## config.mk

```make
export PLATFORM = sky130hd
export DESIGN_NAME = nand_cmd_addr_front
export DESIGN_NICKNAME = d
export VERILOG_FILES = /design/src/rtl/nfe_pkg.sv /design/src/rtl/nfe_strobe.sv /design/src/rtl/nfe_cmd_reg.sv /design/src/rtl/nfe_addr_latch.sv /design/src/rtl/nfe_id_unit.sv /design/src/rtl/nand_cmd_addr_front.sv
export SDC_FILE = /design/constraint.sdc
export NUM_CORES = 1
export LEC_CHECK = 0
export BUFFER_PORTS_ARGS = -buffer_cell sky130_fd_sc_hd__buf_2
export CORE_MARGIN = 1.5
export CORE_UTILIZATION = 51
export CTS_CLUSTER_DIAMETER = 120
export DETAILED_ROUTE_END_ITERATION = 7
export HOLD_SLACK_MARGIN = 0.03
export PLACE_DENSITY = 0.77
export SETUP_SLACK_MARGIN = 0.3
export SKIP_LAST_GASP = 1
export SLEW_MARGIN = 20
export SYNTH_ARGS = -nofsm -noshare
export SYNTH_HDL_FRONTEND = slang
export SYNTH_SLANG_ARGS = --single-unit
```

## constraint.sdc

```tcl
create_clock -name clk -period 2.95 [get_ports clk]
set_input_delay 0 -clock clk [delete_from_list [all_inputs] [get_ports clk]]
set_output_delay 0 -clock clk [all_outputs]
set_load 0.05 [all_outputs]
```

## src/rtl/nfe_pkg.sv

```systemverilog
package nfe_pkg;

   typedef enum logic [2:0] {
      OP_IDLE   = 3'd0,
      OP_READ   = 3'd1,
      OP_LOAD   = 3'd2,
      OP_PROG   = 3'd3,
      OP_ERASE  = 3'd4,
      OP_STATUS = 3'd5,
      OP_ID     = 3'd6
   } op_e;

   typedef enum logic [1:0] {
      PTR_LOW   = 2'd0,
      PTR_HIGH  = 2'd1,
      PTR_SPARE = 2'd2
   } ptr_e;

   localparam logic [7:0] CMD_RD_LOW   = 8'h00;
   localparam logic [7:0] CMD_RD_HIGH  = 8'h01;
   localparam logic [7:0] CMD_RD_SPARE = 8'h50;
   localparam logic [7:0] CMD_LOAD     = 8'h80;
   localparam logic [7:0] CMD_PROG     = 8'h10;
   localparam logic [7:0] CMD_ERASE    = 8'h60;
   localparam logic [7:0] CMD_STATUS   = 8'h70;
   localparam logic [7:0] CMD_ID       = 8'h90;
   localparam logic [7:0] CMD_RESET    = 8'hFF;

endpackage

```

## src/rtl/nfe_strobe.sv

```systemverilog
module nfe_strobe #(
   parameter int IN_STAGES = 0
) (
   input  logic       clk,
   input  logic       rst_n,
   input  logic       ce_n,
   input  logic       cle,
   input  logic       ale,
   input  logic       we_n,
   input  logic       re_n,
   input  logic [7:0] io_in,
   output logic [7:0] io_s,
   output logic       cmd_stb,
   output logic       addr_stb,
   output logic       rd_stb
);

   logic ce_s, cle_s, ale_s, we_s, re_s;
   logic we_q, re_q;
   logic wr_edge;

   generate
      if (IN_STAGES == 0) begin : g_direct
         assign ce_s  = ce_n;
         assign cle_s = cle;
         assign ale_s = ale;
         assign we_s  = we_n;
         assign re_s  = re_n;
         assign io_s  = io_in;
      end else begin : g_staged
         logic       ce_r, cle_r, ale_r, we_r, re_r;
         logic [7:0] io_r;
         always_ff @(posedge clk or negedge rst_n) begin
            if (!rst_n) begin
               ce_r  <= 1'b1;
               cle_r <= 1'b0;
               ale_r <= 1'b0;
               we_r  <= 1'b1;
               re_r  <= 1'b1;
               io_r  <= '0;
            end else begin
               ce_r  <= ce_n;
               cle_r <= cle;
               ale_r <= ale;
               we_r  <= we_n;
               re_r  <= re_n;
               io_r  <= io_in;
            end
         end
         assign ce_s  = ce_r;
         assign cle_s = cle_r;
         assign ale_s = ale_r;
         assign we_s  = we_r;
         assign re_s  = re_r;
         assign io_s  = io_r;
      end
   endgenerate

   always_ff @(posedge clk or negedge rst_n) begin
      if (!rst_n) begin
         we_q <= 1'b1;
         re_q <= 1'b1;
      end else begin
         we_q <= we_s;
         re_q <= re_s;
      end
   end

   assign wr_edge  = we_s && !we_q && !ce_s;
   assign cmd_stb  = wr_edge && cle_s && !ale_s;
   assign addr_stb = wr_edge && ale_s && !cle_s;
   assign rd_stb   = re_s && !re_q && !ce_s;

endmodule

```

## src/rtl/nfe_cmd_reg.sv

```systemverilog
module nfe_cmd_reg
   import nfe_pkg::*;
(
   input  logic       clk,
   input  logic       rst_n,
   input  logic       cmd_stb,
   input  logic       read_fire,
   input  logic [7:0] io,
   output op_e        op,
   output ptr_e       ptr,
   output logic       new_cmd,
   output logic       soft_rst
);

   logic known;
   op_e  op_n;
   ptr_e ptr_n;

   always_comb begin
      known = 1'b1;
      op_n  = op;
      ptr_n = ptr;
      case (io)
         CMD_RD_LOW:   begin op_n = OP_READ; ptr_n = PTR_LOW;   end
         CMD_RD_HIGH:  begin op_n = OP_READ; ptr_n = PTR_HIGH;  end
         CMD_RD_SPARE: begin op_n = OP_READ; ptr_n = PTR_SPARE; end
         CMD_LOAD:     op_n = OP_LOAD;
         CMD_PROG:     op_n = OP_PROG;
         CMD_ERASE:    op_n = OP_ERASE;
         CMD_STATUS:   op_n = OP_STATUS;
         CMD_ID:       op_n = OP_ID;
         CMD_RESET:    begin op_n = OP_IDLE; ptr_n = PTR_LOW;   end
         default:      known = 1'b0;
      endcase
   end

   assign new_cmd  = cmd_stb && known;
   assign soft_rst = cmd_stb && (io == CMD_RESET);

   always_ff @(posedge clk or negedge rst_n) begin
      if (!rst_n) begin
         op  <= OP_IDLE;
         ptr <= PTR_LOW;
      end else if (new_cmd) begin
         op  <= op_n;
         ptr <= ptr_n;
      end else if (read_fire && ptr == PTR_HIGH) begin
         ptr <= PTR_LOW;
      end
   end

endmodule

```

## src/rtl/nfe_addr_latch.sv

```systemverilog
module nfe_addr_latch
   import nfe_pkg::*;
#(
   parameter int COL_BITS    = 8,
   parameter int SPARE_BITS  = 4,
   parameter int COL_W       = 10,
   parameter int ROW_BITS    = 15,
   parameter int ROW_CYCLES  = 2,
   parameter int HALF_BYTES  = 256,
   parameter int MAIN_BYTES  = 512
) (
   input  logic                clk,
   input  logic                rst_n,
   input  logic                new_cmd,
   input  logic                row_only,
   input  logic                addr_stb,
   input  logic [7:0]          io,
   input  ptr_e                ptr,
   output logic [COL_W-1:0]    col_addr,
   output logic [ROW_BITS-1:0] row_addr,
   output logic                col_cyc,
   output logic                last_cyc
);

   localparam int ADDR_CYCLES = 1 + ROW_CYCLES;
   localparam int IDX_W       = $clog2(ADDR_CYCLES + 1);

   logic [IDX_W-1:0]        idx_q;
   logic [IDX_W-1:0]        eff;
   logic                    take;
   logic [COL_W-1:0]        col_next;
   logic [ROW_CYCLES*8-1:0] row_flat;
   logic                    row_unused;

   assign eff      = idx_q + IDX_W'(row_only);
   assign take     = addr_stb && (eff < IDX_W'(ADDR_CYCLES));
   assign col_cyc  = take && (eff == '0);
   assign last_cyc = take && (eff == IDX_W'(ADDR_CYCLES - 1));

   always_ff @(posedge clk or negedge rst_n) begin
      if (!rst_n)       idx_q <= '0;
      else if (new_cmd) idx_q <= '0;
      else if (take)    idx_q <= idx_q + 1'b1;
   end

   always_comb begin
      case (ptr)
         PTR_HIGH:  col_next = COL_W'(HALF_BYTES) + COL_W'(io[COL_BITS-1:0]);
         PTR_SPARE: col_next = COL_W'(MAIN_BYTES) + COL_W'(io[SPARE_BITS-1:0]);
         default:   col_next = COL_W'(io[COL_BITS-1:0]);
      endcase
   end

   always_ff @(posedge clk or negedge rst_n) begin
      if (!rst_n)       col_addr <= '0;
      else if (col_cyc) col_addr <= col_next;
   end

   generate
      for (genvar g = 0; g < ROW_CYCLES; g++) begin : g_row
         logic [7:0] byte_q;
         always_ff @(posedge clk or negedge rst_n) begin
            if (!rst_n)
               byte_q <= '0;
            else if (take && eff == IDX_W'(g + 1))
               byte_q <= io;
         end
         assign row_flat[g*8 +: 8] = byte_q;
      end
   endgenerate

   assign row_addr   = row_flat[ROW_BITS-1:0];
   assign row_unused = ^row_flat;

endmodule

```

## src/rtl/nfe_id_unit.sv

```systemverilog
module nfe_id_unit #(
   parameter int                   ID_BYTES = 2,
   parameter logic [ID_BYTES*8-1:0] ID_CODE = '0
) (
   input  logic       clk,
   input  logic       rst_n,
   input  logic       new_cmd,
   input  logic       is_id,
   input  logic       col_cyc,
   input  logic       rd_stb,
   input  logic [7:0] io,
   output logic [7:0] id_byte
);

   localparam int IW = (ID_BYTES > 1) ? $clog2(ID_BYTES) : 1;

   logic [7:0]    tbl [ID_BYTES];
   logic          armed;
   logic [IW-1:0] idx;

   generate
      for (genvar g = 0; g < ID_BYTES; g++) begin : g_tbl
         assign tbl[g] = ID_CODE[g*8 +: 8];
      end
   endgenerate

   always_ff @(posedge clk or negedge rst_n) begin
      if (!rst_n) begin
         armed <= 1'b0;
         idx   <= '0;
      end else if (new_cmd) begin
         armed <= 1'b0;
         idx   <= '0;
      end else if (col_cyc && is_id) begin
         armed <= (io == 8'h00);
         idx   <= '0;
      end else if (rd_stb && armed) begin
         idx <= (idx == IW'(ID_BYTES - 1)) ? '0 : idx + 1'b1;
      end
   end

   assign id_byte = armed ? tbl[idx] : 8'h00;

endmodule

```

## src/rtl/nand_cmd_addr_front.sv

```systemverilog
module nand_cmd_addr_front
   import nfe_pkg::*;
#(
   parameter int                    MAIN_BYTES  = 512,
   parameter int                    SPARE_BYTES = 16,
   parameter int                    PAGE_BITS   = 5,
   parameter int                    BLOCK_BITS  = 10,
   parameter int                    ID_BYTES    = 2,
   parameter logic [ID_BYTES*8-1:0] ID_CODE     = 16'h3AC5,
   parameter int                    IN_STAGES   = 0,
   localparam int                   COL_W       = $clog2(MAIN_BYTES + SPARE_BYTES)
) (
   input  logic                  clk,
   input  logic                  rst_n,
   input  logic                  ce_n,
   input  logic                  cle,
   input  logic                  ale,
   input  logic                  we_n,
   input  logic                  re_n,
   input  logic [7:0]            io_in,
   input  logic                  rd_done,
   output logic [2:0]            op_mode,
   output logic [COL_W-1:0]      col_addr,
   output logic [PAGE_BITS-1:0]  page_addr,
   output logic [BLOCK_BITS-1:0] block_addr,
   output logic                  read_start,
   output logic                  busy,
   output logic [7:0]            id_byte
);

   localparam int HALF_BYTES = MAIN_BYTES / 2;
   localparam int COL_BITS   = $clog2(HALF_BYTES);
   localparam int SPARE_BITS = $clog2(SPARE_BYTES);
   localparam int ROW_BITS   = PAGE_BITS + BLOCK_BITS;
   localparam int ROW_CYCLES = (ROW_BITS + 7) / 8;

   generate
      if (COL_BITS > 8 || (1 << COL_BITS) != HALF_BYTES)
         $error("main area must be twice a power of two that one bus byte can index");
      if ((1 << SPARE_BITS) != SPARE_BYTES || SPARE_BYTES > HALF_BYTES)
         $error("spare area must be a power of two no larger than half the main area");
      if (ID_BYTES < 1)
         $error("at least one identification byte is needed");
      if (IN_STAGES != 0 && IN_STAGES != 1)
         $error("input staging must be 0 or 1");
   endgenerate

   logic [7:0]          io_s;
   logic                cmd_stb, addr_stb, rd_stb;
   op_e                 op;
   ptr_e                ptr;
   logic                new_cmd, soft_rst;
   logic                col_cyc, last_cyc;
   logic                read_fire;
   logic [ROW_BITS-1:0] row_addr;

   nfe_strobe #(.IN_STAGES(IN_STAGES)) i_strobe (
      .clk      (clk),
      .rst_n    (rst_n),
      .ce_n     (ce_n),
      .cle      (cle),
      .ale      (ale),
      .we_n     (we_n),
      .re_n     (re_n),
      .io_in    (io_in),
      .io_s     (io_s),
      .cmd_stb  (cmd_stb),
      .addr_stb (addr_stb),
      .rd_stb   (rd_stb)
   );

   nfe_cmd_reg i_cmd (
      .clk       (clk),
      .rst_n     (rst_n),
      .cmd_stb   (cmd_stb),
      .read_fire (read_fire),
      .io        (io_s),
      .op        (op),
      .ptr       (ptr),
      .new_cmd   (new_cmd),
      .soft_rst  (soft_rst)
   );

   nfe_addr_latch #(
      .COL_BITS   (COL_BITS),
      .SPARE_BITS (SPARE_BITS),
      .COL_W      (COL_W),
      .ROW_BITS   (ROW_BITS),
      .ROW_CYCLES (ROW_CYCLES),
      .HALF_BYTES (HALF_BYTES),
      .MAIN_BYTES (MAIN_BYTES)
   ) i_addr (
      .clk      (clk),
      .rst_n    (rst_n),
      .new_cmd  (new_cmd),
      .row_only (op == OP_ERASE),
      .addr_stb (addr_stb),
      .io       (io_s),
      .ptr      (ptr),
      .col_addr (col_addr),
      .row_addr (row_addr),
      .col_cyc  (col_cyc),
      .last_cyc (last_cyc)
   );

   nfe_id_unit #(.ID_BYTES(ID_BYTES), .ID_CODE(ID_CODE)) i_id (
      .clk     (clk),
      .rst_n   (rst_n),
      .new_cmd (new_cmd),
      .is_id   (op == OP_ID),
      .col_cyc (col_cyc),
      .rd_stb  (rd_stb),
      .io      (io_s),
      .id_byte (id_byte)
   );

   assign read_fire = last_cyc && (op == OP_READ);

   always_ff @(posedge clk or negedge rst_n) begin
      if (!rst_n) begin
         read_start <= 1'b0;
         busy       <= 1'b0;
      end else begin
         read_start <= read_fire;
         if (soft_rst)       busy <= 1'b0;
         else if (read_fire) busy <= 1'b1;
         else if (rd_done)   busy <= 1'b0;
      end
   end

   assign op_mode    = op;
   assign page_addr  = row_addr[PAGE_BITS-1:0];
   assign block_addr = row_addr[ROW_BITS-1:PAGE_BITS];

endmodule

```

==> metrics.md <==
| Metric | Value |
|---|---|
| Status | complete, no violations |
| Post-Route WL | 4.182 mm |
| Largest net degree at the start of global routing | 39 |
| Layout area overhead | 24.26% |
| Sequential fraction of the synthesis area | 50.23% |
| Cells on worst reg2reg path | 6 |
| Ys async rst share | 100.0% |
| Final Hold Viols | 0 |
| Clk pwr share | 25.5% |
| Switching power total | 0.0008740 W |
| Worst Path Max Fanout | 9 |
| Top Ports | 54 |
| GP Congestion | 0.8290 |
| Row count | 21 |
| Min-delay worst type | primary input to flip-flop |
| Mapped Nets | 183 |
| Maxcap violations | 0 |
| Iteration-0 DRC Markers | 56 |
| Hold Slack | 57.72 ps |
| WL/cell | 15.84 um |
| Hold endpoint | i_addr.col_addr[5] |
| Fillers | 275 |
| Syn Area/Cell | 11.64 um2 |
| Synth top cells by count | dfrtp_1, mux2_2, inv_1, nand2_1, nor2_1 |
| Die width | 64.01 um |
| Crit Path Category | flip-flop to flip-flop |
| Initial Util | 55.14% |
| First-pass iteration count of the detailed router | 4 |
| Share of layout cells above drive strength 1 | 42.20% |
| CP Launch Type | flip-flop |
| Area leader, netlist | dfrtp_1 |
| Initial antenna violation count | 0 |
| Final Util | 68.52% |
| TritonCTS clock tree | done |
| H-tree depth | 2 |
| Core area | 3442 um2 |
| R2R Path End | i_cmd.ptr[1] |
| Least-Margin Pin Slew | 819.1 ps |
| Relative slew margins | 45.40% |
| Post-DRT Antenna Nets | 0 |
| Min-delay src | io_in[5] |
| Skew final | 5.208 ps |
| Floorplan die height | 64.01 um |
| Fmax | 432.1 MHz |
| Critical Path End Type | flip-flop |
| Setup Buffers After CTS | 0 |
| Yosys warning count | 0 |
| Synth Instances | 163 |
| Clock Pin Slew Worst Setup and Hold Paths | 80 ps |
| Global-route wire length before repair | 6.713 mm |
| Primary FF master, synth | dfrtp_1 |
| CP arrival | 2490 ps |
| DIE AREA | 4097 um2 |
| Leakage | 1.185 nW |
| GR Overflow Total | 0 |
| Synth cell types | 42 |
| R2r startpoint | i_cmd.op[0] |
| Root buffer cell | clkbuf_8 |
| Antenna cells | 0 |
| Switching share of power | 42.01% |
| Post-cts sizing count | 0 |
| Hold Path Stages | 3 |
| Clock latency on the worst-skew pair | 290 ps |
| Nets | 237 |
| # clock sinks | 38 |
| Port Buf Inserts | 53 |
| Reg power frac | 35.3% |
| Top cells by area, synth | dfrtp_1, mux2_2, dfstp_2 |
| Tcrit/Tclk final | 78.46% |
| Maximum vdd drop | 0.6406 mV |
| Number of synthesized flops with an enable pin | 0 |
| Yosys top cell area share | 47.46% |
| Vias per cell | 5.303 |
| Buffer depth of the longest clock path | 2 |
| DPL Wire Length | 2.959 mm |
| WP data required | 3120 ps |
| Internal | 0.001207 W |
| Final setup violating endpoints | 0 |
| Setup TNS | 0 ps |
| DRC Markers | 0 |
| RSZ-0062 raised after global routing | no |
| Vias in the first global route | 1375 |
| Register bit count reported by yosys | 38 |
| Fin crit period | 2315 ps |
| Comb power frac | 39.2% |
| GR Util All Layers | 21.80% |
| Slew Viols, Final | 0 |
| Pwr Density | 882.2 nW/um2 |
| Flop2flop setup slack | 640 ps |
| Mapped Area | 1898 um2 |
| Cell with the most instances after synthesis | dfrtp_1 |
| TritonCTS Buffers | 5 |
| Vias | 1400 |
==> cell type report <==
class                           count  area (um2)  area share, %
Timing Repair Buffer               61       342.8          14.54
Multi-Input combinational cell    103       837.1          35.49
Tap cell                           46       57.56          2.440
Sequential cell                    38       953.4          40.42
Clock inverter                      3       68.82          2.918
Clock buffer                        5       68.82          2.918
Inverter                            8       30.03          1.273
==> placed cells by master, fill, tap and decap left out, drive strengths merged, types with 2 or more instances in the layout <==
cell type    Yosys  final
o21ai            5      5
nor2b            2      2
nand3            8      8
a21oi            3      3
buf              8     54
xnor2            2      2
nand4            2      2
xor2             3      3
inv              8      8
or3b             2      2
ha               4      4
nor2             8      8
nand2            8      8
nor3b            2      2
dfrtp           36     36
nor4             3      3
clkbuf           6      5
o22ai            2      2
and2             2      2
mux2            22     22
dfstp            2      2
o31ai            3      3
mux2i            3      3
nor4bb           2      2
dlygate4sd3      0      7
nor3             5      5
bufinv           0      2
==> power groups by stage <==
stage                     registers [W]  logic [W]  clock network (W)
after global placement         0.000735   0.000805                  0
after global routing           0.000755   0.000860           0.000552
after floorplan                 0.00116   0.000199                  0
after CTS                      0.000737   0.000823           0.000536
after detailed placement       0.000746   0.000813                  0
final                          0.000734   0.000815           0.000531
==> worst max-delay path by stage <==
stage	from	cells after the start	slack [ps]	end
after global placement	i_cmd.op[0]	6	730	i_cmd.ptr[1]
after CTS	i_cmd.op[0]	6	590	i_cmd.ptr[1]
after global routing	i_cmd.op[0]	6	480	i_cmd.ptr[1]
after detailed placement	i_cmd.op[0]	6	620	i_cmd.ptr[1]
final	i_cmd.op[0]	6	640	i_cmd.ptr[1]
after floorplan	i_cmd.op[2]	7	450	i_addr.col_addr[0]
==> state kept, by name, summed over array words and instances, names as in the netlist <==
signal               count
i_addr.idx_q             2
i_cmd.op                 3
i_id.armed               1
i_cmd.ptr                2
i_id.idx                 1
read_start               1
busy                     1
i_addr.g_row.byte_q     15
i_strobe.re_q            1
i_addr.col_addr         10
i_strobe.we_q            1
==> worst max-delay path, stage by stage (launching register included) <==
cell     delay [ps]
dfrtp_1         440
nor3_1          230
ha_1            370
nor4_4          660
nand3_2         190
a32oi_1         220
nand3_1          90
==> layer usage <==
layer	GRT usage, %	vias to the layer above	part of all wire [%]	wire length, um
li1	-	678	-	-
met1	27.02	675	44	1827
met2	36.72	41	50	2097
met3	5.282	6	4.3	180
met4	8.152	0	1.8	76
met5	0	-	0	0
==> logic make-up after synthesis <==
family	count (synthesis)	synth area share, %
AO/OA/AOI/OAI	18	6.724
XOR/XNOR	5	2.308
adder cells (fa/ha/maj)	4	2.637
buffers and inverters	22	5.669
flip-flops	38	50.23
multiplexers	25	14.63
AND/OR/NAND/NOR	51	17.80
==> what timing repair did <==
action	in CTS	in global routing
endpoints found under the setup margin	0	0
hold endpoints to repair	47	0
hold buffers	7	0
==> through the flow <==
stage                     total power (W)  std cells  setup WS, ps  instance area (um2)
after CTS                        0.002095        264         594.5                 2359
after floorplan                  0.001362        163         453.6                 1898
after detailed placement         0.001559        249         618.7                 2151
final                            0.002081        264         635.5                 2359
after global routing             0.002166        264         478.7                 2359
after global placement           0.001540        249         729.9                 2151
Power figures use the tool's default switching activity.
